$ cat src/rtl/utl2_pkg.sv
package utl2_pkg;
  localparam int ADDR_W = 5;
  localparam logic [ADDR_W-1:0] NULL_ADDR = 5'h1F;
  localparam int CELL_OCTETS = 53;

  typedef enum logic [1:0] {
    ST_POLL   = 2'd0,
    ST_SELECT = 2'd1,
    ST_SEND   = 2'd2
  } tx_state_e;

  // What the address on the bus in a given cycle stands for
  typedef enum logic [1:0] {
    PK_NONE = 2'd0,
    PK_RR   = 2'd1,
    PK_HEAD = 2'd2,
    PK_SEL  = 2'd3
  } poll_kind_e;
endpackage

$ cat src/rtl/utl2_rr_sched.sv
module utl2_rr_sched #(
  parameter int NUM_PORTS = 16,
  parameter int PIDX_W    = 4
) (
  input  logic              clk,
  input  logic              rst_n,
  input  logic              advance,
  input  logic              skip_valid,
  input  logic [PIDX_W-1:0] skip_port,
  output logic [PIDX_W-1:0] cand
);
  localparam logic [PIDX_W-1:0] LAST_PORT = PIDX_W'(NUM_PORTS - 1);

  logic [PIDX_W-1:0] ptr_q, ptr_d;

  function automatic logic [PIDX_W-1:0] step(input logic [PIDX_W-1:0] x);
    return (x == LAST_PORT) ? '0 : x + 1'b1;
  endfunction

  always_comb begin
    cand  = ptr_q;
    if (skip_valid && (ptr_q == skip_port)) begin
      cand = step(ptr_q);
    end
    ptr_d = ptr_q;
    if (advance) begin
      ptr_d = step(cand);
    end
  end

  always_ff @(posedge clk or negedge rst_n) begin
    if (!rst_n) begin
      ptr_q <= '0;
    end else begin
      ptr_q <= ptr_d;
    end
  end

  // the candidate never lands on the port being skipped
  p_skip_head_r5: assert property (@(posedge clk) disable iff (!rst_n)
    skip_valid |-> (cand != skip_port));
endmodule

$ cat src/rtl/utl2_status.sv
module utl2_status #(
  parameter int NUM_PORTS = 16,
  parameter int ADDR_W    = 5
) (
  input  logic                 clk,
  input  logic                 rst_n,
  input  logic                 upd_en,
  input  logic [ADDR_W-1:0]    upd_addr,
  input  logic                 clav,
  output logic [NUM_PORTS-1:0] status
);
  logic [NUM_PORTS-1:0] stat_q, stat_d;

  always_comb begin
    stat_d = stat_q;
    for (int i = 0; i < NUM_PORTS; i++) begin
      if (upd_en && (upd_addr == ADDR_W'(i))) begin
        stat_d[i] = clav;
      end
    end
  end

  always_ff @(posedge clk or negedge rst_n) begin
    if (!rst_n) begin
      stat_q <= '0;
    end else begin
      stat_q <= stat_d;
    end
  end

  assign status = stat_q;

  // without an update the bitmap is frozen
  p_status_hold_r4: assert property (@(posedge clk) disable iff (!rst_n)
    !upd_en |=> $stable(status));
endmodule

$ cat src/rtl/utl2_cell_ctrl.sv
module utl2_cell_ctrl
  import utl2_pkg::*;
(
  input  logic clk,
  input  logic rst_n,
  input  logic go_select,
  output logic in_poll,
  output logic in_send,
  output logic first_oct
);
  localparam int CNT_W = $clog2(CELL_OCTETS);
  localparam logic [CNT_W-1:0] LAST_OCT = CNT_W'(CELL_OCTETS - 1);

  tx_state_e        state_q, state_d;
  logic [CNT_W-1:0] cnt_q, cnt_d;

  always_comb begin
    state_d = state_q;
    cnt_d   = '0;
    unique case (state_q)
      ST_POLL:   if (go_select) state_d = ST_SELECT;
      ST_SELECT: state_d = ST_SEND;
      ST_SEND: begin
        if (cnt_q == LAST_OCT) begin
          state_d = ST_POLL;
        end else begin
          cnt_d = cnt_q + 1'b1;
        end
      end
      default:   state_d = ST_POLL;
    endcase
  end

  always_ff @(posedge clk or negedge rst_n) begin
    if (!rst_n) begin
      state_q <= ST_POLL;
      cnt_q   <= '0;
    end else begin
      state_q <= state_d;
      cnt_q   <= cnt_d;
    end
  end

  assign in_poll   = (state_q == ST_POLL);
  assign in_send   = (state_q == ST_SEND);
  assign first_oct = in_send && (cnt_q == '0);

  // a cell is not cut short before its last octet
  p_cell_len_r8: assert property (@(posedge clk) disable iff (!rst_n)
    (in_send && (cnt_q != LAST_OCT)) |=> in_send);

  // a send is always preceded by the selection state
  p_select_first_r7: assert property (@(posedge clk) disable iff (!rst_n)
    $rose(in_send) |-> $past(state_q == ST_SELECT));
endmodule

$ cat src/rtl/utl2_tx_poller.sv
module utl2_tx_poller
  import utl2_pkg::*;
#(
  parameter int  NUM_PORTS = 16,
  parameter int  DATA_W    = 8,
  localparam int PIDX_W    = (NUM_PORTS > 1) ? $clog2(NUM_PORTS) : 1
) (
  input  logic                 clk,
  input  logic                 rst_n,
  input  logic                 mode_en,
  input  logic                 fifo_valid,
  input  logic [PIDX_W-1:0]    fifo_port,
  input  logic [DATA_W-1:0]    fifo_data,
  output logic                 fifo_rd,
  output logic [ADDR_W-1:0]    tx_addr,
  input  logic                 tx_clav,
  output logic                 tx_enb_n,
  output logic                 tx_soc,
  output logic [DATA_W-1:0]    tx_data,
  output logic [NUM_PORTS-1:0] port_status
);
  poll_kind_e        cur_kind_q, cur_kind_d, prev_kind_q;
  logic [ADDR_W-1:0] cur_addr_q, cur_addr_d, prev_addr_q;
  logic              ph_q, ph_d;
  logic              in_poll, in_send, first_oct;
  logic              go_select, rr_adv, upd_en;
  logic [PIDX_W-1:0] rr_cand;
  logic [ADDR_W-1:0] head_addr;

  assign head_addr = ADDR_W'(fifo_port);

  // Answer to the head poll of two edges back arrives now
  assign go_select = in_poll && mode_en && fifo_valid && tx_clav &&
                     (prev_kind_q == PK_HEAD) && (prev_addr_q == head_addr);

  always_comb begin
    cur_kind_d = PK_NONE;
    cur_addr_d = NULL_ADDR;
    ph_d       = 1'b0;
    if (!mode_en) begin
      cur_kind_d = PK_NONE;
    end else if (go_select) begin
      cur_kind_d = PK_SEL;
      cur_addr_d = head_addr;
    end else if (in_poll && fifo_valid && !ph_q) begin
      cur_kind_d = PK_HEAD;
      cur_addr_d = head_addr;
      ph_d       = 1'b1;
    end else begin
      cur_kind_d = PK_RR;
      cur_addr_d = ADDR_W'(rr_cand);
    end
  end

  assign rr_adv = (cur_kind_d == PK_RR);
  assign upd_en = (prev_kind_q == PK_RR) || (prev_kind_q == PK_HEAD);

  always_ff @(posedge clk or negedge rst_n) begin
    if (!rst_n) begin
      cur_kind_q  <= PK_NONE;
      cur_addr_q  <= NULL_ADDR;
      prev_kind_q <= PK_NONE;
      prev_addr_q <= NULL_ADDR;
      ph_q        <= 1'b0;
    end else begin
      cur_kind_q  <= cur_kind_d;
      cur_addr_q  <= cur_addr_d;
      prev_kind_q <= cur_kind_q;
      prev_addr_q <= cur_addr_q;
      ph_q        <= ph_d;
    end
  end

  utl2_rr_sched #(
    .NUM_PORTS (NUM_PORTS),
    .PIDX_W    (PIDX_W)
  ) u_rr (
    .clk        (clk),
    .rst_n      (rst_n),
    .advance    (rr_adv),
    .skip_valid (fifo_valid),
    .skip_port  (fifo_port),
    .cand       (rr_cand)
  );

  utl2_status #(
    .NUM_PORTS (NUM_PORTS),
    .ADDR_W    (ADDR_W)
  ) u_status (
    .clk      (clk),
    .rst_n    (rst_n),
    .upd_en   (upd_en),
    .upd_addr (prev_addr_q),
    .clav     (tx_clav),
    .status   (port_status)
  );

  utl2_cell_ctrl u_ctrl (
    .clk       (clk),
    .rst_n     (rst_n),
    .go_select (go_select),
    .in_poll   (in_poll),
    .in_send   (in_send),
    .first_oct (first_oct)
  );

  assign tx_addr  = cur_addr_q;
  assign tx_enb_n = !in_send;
  assign tx_soc   = first_oct;
  assign fifo_rd  = in_send;
  assign tx_data  = in_send ? fifo_data : '0;

  // disabled edge parks the bus on the null address
  p_null_off_r2: assert property (@(posedge clk) disable iff (!rst_n)
    !mode_en |=> (tx_addr == NULL_ADDR));

  // enable falls only after the head port was put on the bus
  p_select_addr_r7: assert property (@(posedge clk) disable iff (!rst_n)
    $fell(tx_enb_n) |-> ($past(tx_addr) == $past(head_addr)));

  // start-of-cell only on the first enabled octet
  p_soc_lead_r8: assert property (@(posedge clk) disable iff (!rst_n)
    tx_soc |-> (!tx_enb_n && $past(tx_enb_n)));

  // never pop an empty FIFO
  p_rd_valid_r8: assert property (@(posedge clk) disable iff (!rst_n)
    fifo_rd |-> fifo_valid);

  // no poll of the destination while its cell is on the bus
  p_no_self_poll_r9: assert property (@(posedge clk) disable iff (!rst_n)
    (!tx_enb_n && mode_en) |-> (tx_addr != head_addr));

  // address is a real port or null
  p_addr_range_r10: assert property (@(posedge clk) disable iff (!rst_n)
    (tx_addr == NULL_ADDR) || (tx_addr < ADDR_W'(NUM_PORTS)));
endmodule

$ cat config.mk
export PLATFORM = sky130hd
export DESIGN_NAME = utl2_tx_poller
export DESIGN_NICKNAME = d
export VERILOG_FILES = /design/src/rtl/utl2_pkg.sv /design/src/rtl/utl2_rr_sched.sv /design/src/rtl/utl2_status.sv /design/src/rtl/utl2_cell_ctrl.sv /design/src/rtl/utl2_tx_poller.sv
export SDC_FILE = /design/constraint.sdc
export NUM_CORES = 1
export LEC_CHECK = 0
export BUFFER_PORTS_ARGS = -buffer_cell sky130_fd_sc_hd__buf_2
export CORE_ASPECT_RATIO = 2
export CORE_UTILIZATION = 50
export CTS_CLUSTER_SIZE = 24
export DETAILED_ROUTE_END_ITERATION = 8
export GPL_ROUTABILITY_DRIVEN = 0
export PLACE_DENSITY = 0.82
export SYNTH_ARGS = -nofsm -noshare
export SYNTH_HDL_FRONTEND = slang
export SYNTH_SLANG_ARGS = --single-unit
$ cat constraint.sdc
create_clock -name clk -period 2 [get_ports clk]
set_input_delay 0.2 -clock clk [delete_from_list [all_inputs] [get_ports clk]]
set_output_delay 0.2 -clock clk [all_outputs]
set_load 0.01 [all_outputs]
==> metrics.cfg <==
[min_path]
min_path_type=in -> reg

[clocking]
clock_sinks=43
htreeDepth=2
clkTransAtPathRegs_ns=0.08
cts_tree=done
clockBufferDepth=2
cts_buffers=5
clk_latency_ns=0.30
cts_root_buffer=clkbuf_8

[run_status]
status=completed

[global_routing]
gr-total-overflow=0
antenna_found_initial=0
grt_pass1_vias=1583
grt_max_degree=44
track_usage_pct=22.6
grt_pass1_wl_um=6990

[placed_design]
portBuffers=48
dpl.hpwl_um=3070
pre_cts_ws_ns=0.0516

[logic_synthesis]
syn_avg_cell_area_um2=10.7
synth_edf_count=0
synth-main-ff-cell=dfrtp_1
async_flop_share_pct=100
ys_types=33
syn_nets=211
synthesis.area_um2=2040
yosys_warnings=0
ys_seq_area_share_pct=53.4
syn_inst=190
ys_seq_elements=43

[drt]
routed_wl_um=4280
via_per_inst=5.23
ant_nets=0
drtPass1Iterations=4
wl_per_cell_um=13.9
route.detailed.drc=0
drtIter0Drc=17
via_count=1607

[final_layout]
final_common_cell=buf_2
final_cell_mix=48 x buf_2, 32 x dfrtp_1, 22 x nand2_1
layout.nets=276
n_antenna_cell=0
syn2layout_area_growth_pct=28.0
layout-drive-gt1-share_pct=41.0

[die]
die_x_um=47.2
io_pins=49
die_area_um2=4350
core_um2=3880
die_y_um=92.3
row_count=32
start_util_pct=52.5

[setup_path]
cp_data_required_time_ns=2.19
worstSetupStartpointType=flip-flop
worstPathMaxFanout=6
arrival_ns=2.13
crit_type=reg -> reg
endpoint_kind=flip-flop

[power]
power_mw=2.98
p_int_mw=2.06
power_frac_clock_pct=26.5
seqPwrFrac_pct=40.7
leakage_nw=1.24
irDropWorstVdd_mv=0.933
p_switching_mw=0.918
p_comb_share_pct=32.7
p_per_area_nw_per_um2=1140
switching_share_pct=30.8

[sta]
max_freq_mhz=514
slew_violations=0
skew_ns=0.0103
relSlewSlack_pct=65.1
setup_viol=0
worst_pin_slew_ns=0.523
hold_viol_final=0
post-route-period-util_pct=97.3
timing.final.ws_setup_ns=0.0532
min_period_ns=1.95

[job]
maxCapViolCount=0

-- stage by stage --
step | std cells | hold slack [ns] | setup TNS, ns | util (%) | area, um^2
4_1_cts | 305 | 0.0687 | 0 | 65.9 | 2560
2_1_floorplan | 190 | -0.0956 | 0 | - | 2040
3_3_place_gp | 296 | 0.299 | 0 | 62.0 | 2410
6_report | 307 | 0.0729 | 0 | 67.2 | 2610
3_5_place_dp | 296 | 0.295 | 0 | 62.0 | 2410
5_1_grt | 307 | 0.0837 | -0.0143 | 67.2 | 2610
-- cell type report --
class | count | area (um^2)
Multi-Input combinational cell | 131 | 927
Clock inverter | 2 | 60.1
Timing Repair Buffer | 63 | 355
Clock buffer | 6 | 72.6
Fill cell | 326 | 1270
Inverter | 11 | 41.3
Sequential cell | 43 | 1090
Tap cell | 51 | 63.8
-- metal layers --
layer  track usage [%]  share of wire [%]
met1              23.7                 37
met2              38.4                 55
met3              4.29                3.9
met4              13.8                3.6
met5                 0                  0
-- final timing paths --
check / startpoint / endpoint / slack [ns] / depth (start not counted)
worst max-delay path: u_rr.ptr_q[0] / u_rr.ptr_q[3] / 0.05 / 8
worst min-delay path: mode_en / tx_addr[4] / 0.07 / 2
worst max register to register: u_rr.ptr_q[0] / u_rr.ptr_q[3] / 0.05 / 8
worst min register to register: cur_kind_q[0] / prev_kind_q[0] / 0.36 / 0
max in group asynchronous: rst_n / tx_addr[2] / 1.13 / 3
min in group asynchronous: rst_n / u_rr.ptr_q[0] / 0.49 / 3
-- timing repair --
item,CTS,global route
hold buffers,1,0
buffers inserted,0,2
endpoints found under the setup margin,1,1
pin swaps,1,1
hold endpoints to repair,33,0
gates resized for setup,1,7
-- synth_stat cells, drive strengths merged (2+ instances only) --
library cell | n | area [um^2]
xnor2 | 8 | 70.1
inv | 11 | 41.3
nor3 | 2 | 10.0
dfrtp | 33 | 826
and2 | 11 | 68.8
dfstp | 10 | 263
or3 | 2 | 12.5
nand2b | 2 | 12.5
buf | 2 | 15.0
nor4 | 3 | 18.8
mux2 | 17 | 191
nand2 | 22 | 82.6
nand3 | 8 | 40.0
clkbuf | 3 | 11.3
mux2i | 2 | 20.0
o21ai | 3 | 15.0
nor2b | 3 | 18.8
ha | 4 | 50.1
a2bb2oi | 3 | 26.3
a21oi | 5 | 28.8
xor2 | 7 | 61.3
nor2 | 16 | 60.1
and3 | 2 | 12.5
nand4 | 3 | 18.8
-- power by group through the flow --
stage / sequential, mW / combinational [mW] / clock (mW)
2_1_floorplan: 1.28 / 0.480 / 0
3_3_place_gp: 1.21 / 0.860 / 0
3_5_place_dp: 1.22 / 0.887 / 0
4_1_cts: 1.21 / 0.909 / 0.806
5_1_grt: 1.24 / 1.07 / 0.842
6_report: 1.22 / 0.975 / 0.792
-- worst max-delay path, stage by stage (launching register included) --
cell,delay [ns]
dfrtp_1,0.41
buf_4,0.17
ha_1,0.23
and2_1,0.17
nand4_1,0.12
mux2i_1,0.23
o21bai_2,0.16
xor2_1,0.09
mux2_2,0.26
-- sequential cells by signal, indices dropped and copies added, names as in the netlist --
| signal | count |
|---|---|
| u_status.status | 16 |
| u_ctrl.cnt_q | 6 |
| prev_addr_q | 5 |
| tx_addr | 5 |
| u_rr.ptr_q | 4 |
| cur_kind_q | 2 |
| prev_kind_q | 2 |
| u_ctrl.state_q | 2 |
| ph_q | 1 |
-- cells by family after synthesis --
kind of cell	after synthesis	share of synthesized area (%)
adders and majority gates	4	2.45
xor gates and xnor gates	15	6.44
DFF	43	53.4
AOI/OAI and AO/OA	17	5.83
and+or+nand+nor	76	18.2
muxes	19	10.4
buffers and inverters	16	3.31
No activity file was read; power rests on OpenSTA's default activity.
